$ cat src/rtl/uart_fifo_pkg.sv
// Shared constants and types for the UART FIFO control block.
// Assumes 8-bit characters and a three-bit per-byte error tag.
package uart_fifo_pkg;
    localparam int DATA_W = 8;
    localparam int TAG_W  = 3;
    localparam int LSR_W  = 4;
    localparam int CTL_W  = 8;

    // Control-register bit positions (decoded by software, so fixed).
    localparam int CTL_EN     = 0;
    localparam int CTL_RXCLR  = 1;
    localparam int CTL_TXCLR  = 2;
    localparam int CTL_LVL_LO = 6;

    // Line-status bit positions.
    localparam int LS_OVR = 0;
    localparam int LS_PAR = 1;
    localparam int LS_FRM = 2;
    localparam int LS_BRK = 3;

    // One receive queue entry: tag above data.
    typedef struct packed {
        logic [TAG_W-1:0]  tag;
        logic [DATA_W-1:0] data;
    } rx_slot_t;

    // Receive level selected by the two-bit control field.
    function automatic int rda_level(input logic [1:0] sel);
        case (sel)
            2'd0:    return 1;
            2'd1:    return 8;
            2'd2:    return 16;
            default: return 32;
        endcase
    endfunction
endpackage

$ cat src/rtl/uart_byte_fifo.sv
// Circular queue with a flush input and a one-entry mode.
// Assumes: flush beats push and pop in the same cycle; a push at
// capacity is dropped (reported on overflow) even with a concurrent pop.
module uart_byte_fifo #(
    parameter int W     = 8,
    parameter int DEPTH = 64,
    localparam int PTR_W = (DEPTH > 1) ? $clog2(DEPTH) : 1,
    localparam int CNT_W = $clog2(DEPTH + 1)
) (
    input  logic             clk,
    input  logic             rst_n,
    input  logic             flush,
    input  logic             one_deep,
    input  logic             push,
    input  logic [W-1:0]     din,
    input  logic             pop,
    output logic [W-1:0]     dout,
    output logic [CNT_W-1:0] count,
    output logic             push_ok,
    output logic             pop_ok,
    output logic             overflow
);
    logic [W-1:0]     mem [DEPTH];
    logic [PTR_W-1:0] wr_ptr, rd_ptr;
    logic             full;

    // Capacity depends on the mode: one byte or the full depth.
    assign full     = one_deep ? (count != '0) : (count == CNT_W'(DEPTH));
    assign push_ok  = push & ~full & ~flush;
    assign pop_ok   = pop & (count != '0) & ~flush;
    assign overflow = push & full & ~flush;
    assign dout     = mem[rd_ptr];

    // Advance a pointer with explicit wrap so any depth works.
    function automatic logic [PTR_W-1:0] bump(input logic [PTR_W-1:0] p);
        return (p == PTR_W'(DEPTH - 1)) ? '0 : p + 1'b1;
    endfunction

    // Pointer and count bookkeeping; flush returns to empty.
    always_ff @(posedge clk) begin
        if (!rst_n || flush) begin
            wr_ptr <= '0;
            rd_ptr <= '0;
            count  <= '0;
        end else begin
            if (push_ok) wr_ptr <= bump(wr_ptr);
            if (pop_ok)  rd_ptr <= bump(rd_ptr);
            count <= count + CNT_W'(push_ok) - CNT_W'(pop_ok);
        end
    end

    // Storage write; contents need no reset since count gates use.
    always_ff @(posedge clk) begin
        if (push_ok) mem[wr_ptr] <= din;
    end
endmodule

$ cat src/rtl/uart_fifo_ctl_dec.sv
// Control-register decode: holds the mode bit and level field and
// produces one-cycle flush requests for each queue.
// Assumes: flush and level bits count only when the enable bit is 1
// in the same write; writing enable = 0 or flipping it clears both.
module uart_fifo_ctl_dec
    import uart_fifo_pkg::*;
(
    input  logic             clk,
    input  logic             rst_n,
    input  logic             wr,
    input  logic [CTL_W-1:0] wdata,
    output logic             en,
    output logic [1:0]       lvl_sel,
    output logic             rx_clr,
    output logic             tx_clr
);
    logic armed, flip, drop_all;
    logic unused_ctl_bits;

    assign unused_ctl_bits = ^wdata[5:3];

    // Classify the write: armed, mode change, or disable.
    always_comb begin
        armed    = wr & wdata[CTL_EN];
        flip     = wr & (wdata[CTL_EN] != en);
        drop_all = (wr & ~wdata[CTL_EN]) | flip;
        rx_clr   = drop_all | (armed & wdata[CTL_RXCLR]);
        tx_clr   = drop_all | (armed & wdata[CTL_TXCLR]);
    end

    // Programmable state: mode on every write, level only when armed.
    always_ff @(posedge clk) begin
        if (!rst_n) begin
            en      <= 1'b0;
            lvl_sel <= 2'd0;
        end else begin
            if (wr)    en      <= wdata[CTL_EN];
            if (armed) lvl_sel <= wdata[CTL_LVL_LO +: 2];
        end
    end
endmodule

$ cat src/rtl/uart_line_sticky.sv
// Sticky line-status error bits, set by received tags and overrun,
// cleared by a line-status read; a set in the clearing cycle wins.
// Assumes tags are reported with every pushed byte, stored or not.
module uart_line_sticky
    import uart_fifo_pkg::*;
(
    input  logic             clk,
    input  logic             rst_n,
    input  logic             push,
    input  logic [TAG_W-1:0] tag,
    input  logic             ovr,
    input  logic             rd_clr,
    output logic [LSR_W-1:0] line_err
);
    logic [LSR_W-1:0] set_v;

    // Map tag bits and overrun onto line-status positions.
    always_comb begin
        set_v         = '0;
        set_v[LS_OVR] = ovr;
        set_v[LS_PAR] = push & tag[0];
        set_v[LS_FRM] = push & tag[1];
        set_v[LS_BRK] = push & tag[2];
    end

    // Accumulate errors until read.
    always_ff @(posedge clk) begin
        if (!rst_n) line_err <= '0;
        else        line_err <= (rd_clr ? '0 : line_err) | set_v;
    end
endmodule

$ cat src/rtl/uart_fifo_ctrl.sv
// Top of the UART FIFO control block: receive queue with per-byte tags,
// transmit queue, control decode, occupancy word and status outputs.
// Assumes shifters outside drive rx_push/tx_pop; flushes never touch them.
module uart_fifo_ctrl
    import uart_fifo_pkg::*;
#(
    parameter int RX_DEPTH = 64,
    parameter int TX_DEPTH = 64,
    parameter int REG_W    = 32,
    localparam int RX_CNT_W = $clog2(RX_DEPTH + 1),
    localparam int TX_CNT_W = $clog2(TX_DEPTH + 1)
) (
    input  logic                clk,
    input  logic                rst_n,
    input  logic                ctl_wr,
    input  logic [CTL_W-1:0]    ctl_wdata,
    output logic [CTL_W-1:0]    ctl_rdata,
    input  logic                rx_push,
    input  logic [DATA_W-1:0]   rx_byte,
    input  logic [TAG_W-1:0]    rx_tag_in,
    input  logic                rx_pop,
    output logic [DATA_W-1:0]   rx_data,
    output logic [TAG_W-1:0]    rx_tag_out,
    output logic [REG_W-1:0]    occ_word,
    output logic                data_ready,
    output logic                fifo_err,
    output logic                rda_irq,
    input  logic                lsr_rd,
    output logic [LSR_W-1:0]    line_err,
    input  logic                tx_push,
    input  logic [DATA_W-1:0]   tx_byte,
    input  logic                tx_pop,
    output logic [DATA_W-1:0]   tx_data,
    output logic [TX_CNT_W-1:0] tx_count,
    output logic                tx_ready
);
    logic                en, rx_clr, tx_clr;
    logic [1:0]          lvl_sel;
    rx_slot_t            rx_in, rx_head;
    logic [RX_CNT_W-1:0] rx_cnt, err_cnt;
    logic                rx_push_ok, rx_pop_ok, rx_ovr;
    logic                unused_tx_push_ok, unused_tx_pop_ok, unused_tx_ovr;

    uart_fifo_ctl_dec u_dec (
        .clk, .rst_n, .wr(ctl_wr), .wdata(ctl_wdata),
        .en, .lvl_sel, .rx_clr, .tx_clr
    );

    assign rx_in = '{tag: rx_tag_in, data: rx_byte};

    uart_byte_fifo #(.W($bits(rx_slot_t)), .DEPTH(RX_DEPTH)) u_rxq (
        .clk, .rst_n, .flush(rx_clr), .one_deep(~en),
        .push(rx_push), .din(rx_in), .pop(rx_pop), .dout(rx_head),
        .count(rx_cnt), .push_ok(rx_push_ok), .pop_ok(rx_pop_ok),
        .overflow(rx_ovr)
    );

    uart_byte_fifo #(.W(DATA_W), .DEPTH(TX_DEPTH)) u_txq (
        .clk, .rst_n, .flush(tx_clr), .one_deep(~en),
        .push(tx_push), .din(tx_byte), .pop(tx_pop), .dout(tx_data),
        .count(tx_count), .push_ok(unused_tx_push_ok),
        .pop_ok(unused_tx_pop_ok), .overflow(unused_tx_ovr)
    );

    uart_line_sticky u_lsr (
        .clk, .rst_n, .push(rx_push), .tag(rx_tag_in), .ovr(rx_ovr),
        .rd_clr(lsr_rd), .line_err
    );

    // Count of stored receive bytes whose tag is non-zero.
    always_ff @(posedge clk) begin
        if (!rst_n || rx_clr) err_cnt <= '0;
        else err_cnt <= err_cnt
                      + RX_CNT_W'(rx_push_ok & (|rx_tag_in))
                      - RX_CNT_W'(rx_pop_ok & (|rx_head.tag));
    end

    // Status and register read-back.
    always_comb begin
        rx_data    = rx_head.data;
        rx_tag_out = rx_head.tag;
        occ_word   = REG_W'(rx_cnt);
        data_ready = (rx_cnt != '0);
        fifo_err   = en & (err_cnt != '0);
        rda_irq    = en ? (int'(rx_cnt) >= rda_level(lvl_sel)) : (rx_cnt != '0);
        tx_ready   = (tx_count != '0);
        ctl_rdata  = '0;
        ctl_rdata[CTL_EN]          = en;
        ctl_rdata[CTL_LVL_LO +: 2] = lvl_sel;
    end
endmodule

$ cat config.mk
export PLATFORM = sky130hd
export DESIGN_NAME = uart_fifo_ctrl
export DESIGN_NICKNAME = d
export VERILOG_FILES = /design/src/rtl/uart_fifo_pkg.sv /design/src/rtl/uart_byte_fifo.sv /design/src/rtl/uart_fifo_ctl_dec.sv /design/src/rtl/uart_line_sticky.sv /design/src/rtl/uart_fifo_ctrl.sv
export SDC_FILE = /design/constraint.sdc
export NUM_CORES = 1
export LEC_CHECK = 0
export ABC_AREA = 1
export BUFFER_PORTS_ARGS = -buffer_cell sky130_fd_sc_hd__buf_2
export CAP_MARGIN = 30
export CORE_ASPECT_RATIO = 2
export CORE_MARGIN = 5
export CORE_UTILIZATION = 60
export CTS_CLUSTER_SIZE = 25
export DETAILED_ROUTE_END_ITERATION = 12
export PLACE_DENSITY = 0.77
export SLEW_MARGIN = 10
export SYNTH_ARGS = -nofsm -noshare
export SYNTH_HDL_FRONTEND = slang
export SYNTH_SLANG_ARGS = --single-unit
export TNS_END_PERCENT = 50
$ cat constraint.sdc
create_clock -name clk -period 4.6 [get_ports clk]
set_clock_uncertainty 0.15 [all_clocks]
set_input_delay 0.92 -clock clk [delete_from_list [all_inputs] [get_ports clk]]
set_output_delay 0.92 -clock clk [all_outputs]
set_load 0.02 [all_outputs]
==> impl_metrics.env <==
export IMPL_antenna_found_initial=0
export IMPL_totalPowerFinal_mw=26.2
export IMPL_cap_violations=0
export IMPL_required_ps=3530
export IMPL_grt_pass1_wl_mm=197
export IMPL_peakVddDrop_uv=392
export IMPL_rrSetupSlack_ps=280
export IMPL_swShare_pct=27.4
export IMPL_worst_setup_path_type="reg -> out"
export IMPL_worstMarginPinSlew_ps=981
export IMPL_clkTransAtPathRegs_ps=70
export IMPL_synth_compound_area_share_pct=10.9
export IMPL_final_common_cell="edfxtp_1"
export IMPL_synth_top_family_by_area="simple AND/OR/NAND/NOR gates"
export IMPL_power_leakage_nw=19.5
export IMPL_avgSynthCellArea_um2=12.2
export IMPL_start_util_pct=60.5
export IMPL_startpoint_type="register"
export IMPL_wl_mm=132
export IMPL_ys_ff_latch=1280
export IMPL_rsz0062_at_grt="true"
export IMPL_ys_flop_type="edfxtp_1"
export IMPL_topRoutingLayerUsed="met4"
export IMPL_port_buffers=75
export IMPL_wl_met1_mm=41.5
export IMPL_yosysWarnings=0
export IMPL_power_frac_clock_pct=34.6
export IMPL_drc=0
export IMPL_root_buffer="clkbuf_16"
export IMPL_die_w_um=218
export IMPL_grt_usage_pct=28.1
export IMPL_cts_sinks=1280
export IMPL_wl_per_cell_um=23.6
export IMPL_globalRouteOverflowTotal=0
export IMPL_synth_edf_count=1216
export IMPL_multi_input_area_um2=12300
export IMPL_die_height_um=426
export IMPL_synth_mux_area_share_pct=0
export IMPL_crit_fanout=70
export IMPL_final_area_um2=57500
export IMPL_seqPwrFrac_pct=49.6
export IMPL_endpoint_kind="output pin"
export IMPL_regArea_um2=37800
export IMPL_maxSlewViolCount=0
export IMPL_yosys_area_share_simple_pct=11.5
export IMPL_synthCells=4248
export IMPL_drt_pass1_iter_count=6
export IMPL_status="finished clean"
export IMPL_syn_area_um2=52000
export IMPL_placement_cell_area_um2=54000
export IMPL_met3_length_mm=9.01
export IMPL_die_area_um2=93000
export IMPL_netSwitchingPower_mw=7.20
export IMPL_hold_violations=0
export IMPL_hpwl_mm=84.0
export IMPL_post_cts_buffers=0
export IMPL_clock_fmax_mhz=218
export IMPL_routabilityCongestion=0.927
export IMPL_power_frac_comb_pct=15.9
export IMPL_ys_types=45
export IMPL_cts_buffers=104
export IMPL_p_per_area_nw_per_um2=456
export IMPL_io_pins=109
export IMPL_fin_util_pct=66.9
export IMPL_core_um2=86000
export IMPL_drt_iter0_markers=3557
export IMPL_setup_viol=0
export IMPL_drt_vias_per_instance=6.11
export IMPL_dr_wl_met2_mm=69.9
export IMPL_grt_pass1_vias=34000
export IMPL_hold_class="reg -> reg"
export IMPL_cts_tree="yes"
export IMPL_worstPathArrival_ps=3520
export IMPL_p_int_mw=19.0
export IMPL_antenna_cells=0
export IMPL_ctsLongestPathBuffers=3
export IMPL_ant_nets=0
export IMPL_fin_nets=4417
export IMPL_fillers=6125
export IMPL_fin_crit_ps=4590
export IMPL_grt_start_max_net_pins=141
export IMPL_drive_above_1_share_pct=10.4
export IMPL_worstSkewPairLatency_ps=730
export IMPL_synthAdderAreaFrac_pct=0.982
export IMPL_area_delta_synth_final_pct=10.6
export IMPL_synthArstFlopShare_pct=0
export IMPL_max_slew_margin_rel_pct=34.6
export IMPL_via_count=34100
export IMPL_row_count=152
export IMPL_synth_xor_area_share_pct=0.135
export IMPL_timing_final_crit_share_pct=99.7
export IMPL_synth_seq_area_share_pct=72.7
export IMPL_htree_levels=3
export IMPL_layout_common_cells="edfxtp_1, nor2_1, o21ai_0, nand2_1, o22ai_1"
==> registers in the layout (all words and copies together), names as in the netlist, 7 cells and up, named ones only <==
signal and flops:
u_rxq.mem 704, u_rxq.count 7, u_txq.mem 512, err_cnt 7
u_txq.count 7
==> critical path: stages, from the launching register on <==
cell and delay [ps]:
dfxtp_4 420, inv_8 360, buf_12 300, buf_4 250, nor2_1 60, o22ai_1 280
o21ai_1 90, o21ai_1 530, nand3_1 160, nand2_1 140, buf_2 180
==> layout make-up <==
class | instances | share of cell area [%]
Clock buffer | 120 | 4.74
Multi-Input combinational cell | 2604 | 21.5
Timing Repair Buffer | 250 | 3.46
Tap cell | 1155 | 2.51
Clock inverter | 74 | 1.32
Sequential cell | 1280 | 65.8
Inverter | 103 | 0.707
==> layer usage <==
layer  vias to the layer above  track usage, %
li1                      15500               -
met2                      1679            50.4
met4                         0            21.9
met1                     16500            29.5
met5                         -               0
met3                       456            3.36
==> cell families (layout without fill, tap and decap cells) <==
kind of cell               count (synthesis)  after routing
buffers and inverters                    393            547
xor gates and xnor gates                   8              8
DFF                                     1280           1280
other                                      1             30
AOI/OAI and AO/OA                       1047           1047
and+or+nand+nor                         1480           1480
adders and majority gates                 39             39
==> power by group through the flow <==
stage / registers [mW] / clock network [mW] / logic, mW
after floorplan: 13.3 / 0 / 2.71
after global placement: 13.2 / 0 / 3.97
after detailed placement: 13.3 / 0 / 4.09
after CTS: 13.0 / 9.14 / 4.12
after global routing: 13.0 / 9.61 / 4.58
final: 13.0 / 9.06 / 4.16
==> timing repair <==
action,CTS,global route
gates resized for setup,0,2
hold buffers,0,0
endpoints found under the hold margin,0,0
setup endpoints to repair,0,3
==> path summary, 6_finish.rpt <==
check	depth (start not counted)	startpoint	endpoint
worst max register to register	19	register	err_cnt[6]
worst min-delay path	2	u_lsr.line_err[0]	u_lsr.line_err[0]
worst max-delay path	10	register	rx_data[6]
worst min register to register	2	u_lsr.line_err[0]	u_lsr.line_err[0]
==> metrics by stage <==
step           setup slack, ps  hold slack, ps  instances  setup TNS, ps
2_1_floorplan             1170             304       4277              0
6_report                  12.3             321       5586              0
3_5_place_dp               482             308       5390              0
4_1_cts                   29.5             275       5584              0
3_3_place_gp               515             296       5387              0
5_1_grt                  -4.89             330       5586          -4.89
==> Yosys cell counts, types with 3 or more instances <==
cell         n  share of area (%)
a21oi_1     98               0.94
buf_1       15               0.11
buf_2       59               0.57
buf_4       54               0.78
buf_6       24               0.52
clkbuf_1   136               0.98
clkinv_1     3              0.022
dfxtp_1     64                2.5
edfxtp_1  1216                 70
fa_1         3               0.12
ha_1        36               0.87
inv_1       92               0.66
inv_2        7              0.051
nand2_1    473                3.4
nand3_1    212                2.0
nand4_2      9               0.22
nor2_1     746                5.4
nor3_1      23               0.22
nor3_2       3              0.058
o211ai_1    14               0.20
o21a_1       4              0.058
o21ai_0    549                5.3
o21ai_1    113                1.1
o21bai_1     6              0.087
o221ai_1     7               0.12
o22ai_1    249                3.0
xnor2_1      3              0.051
xor2_1       5              0.084
No activity file was read; power rests on OpenSTA's default activity.
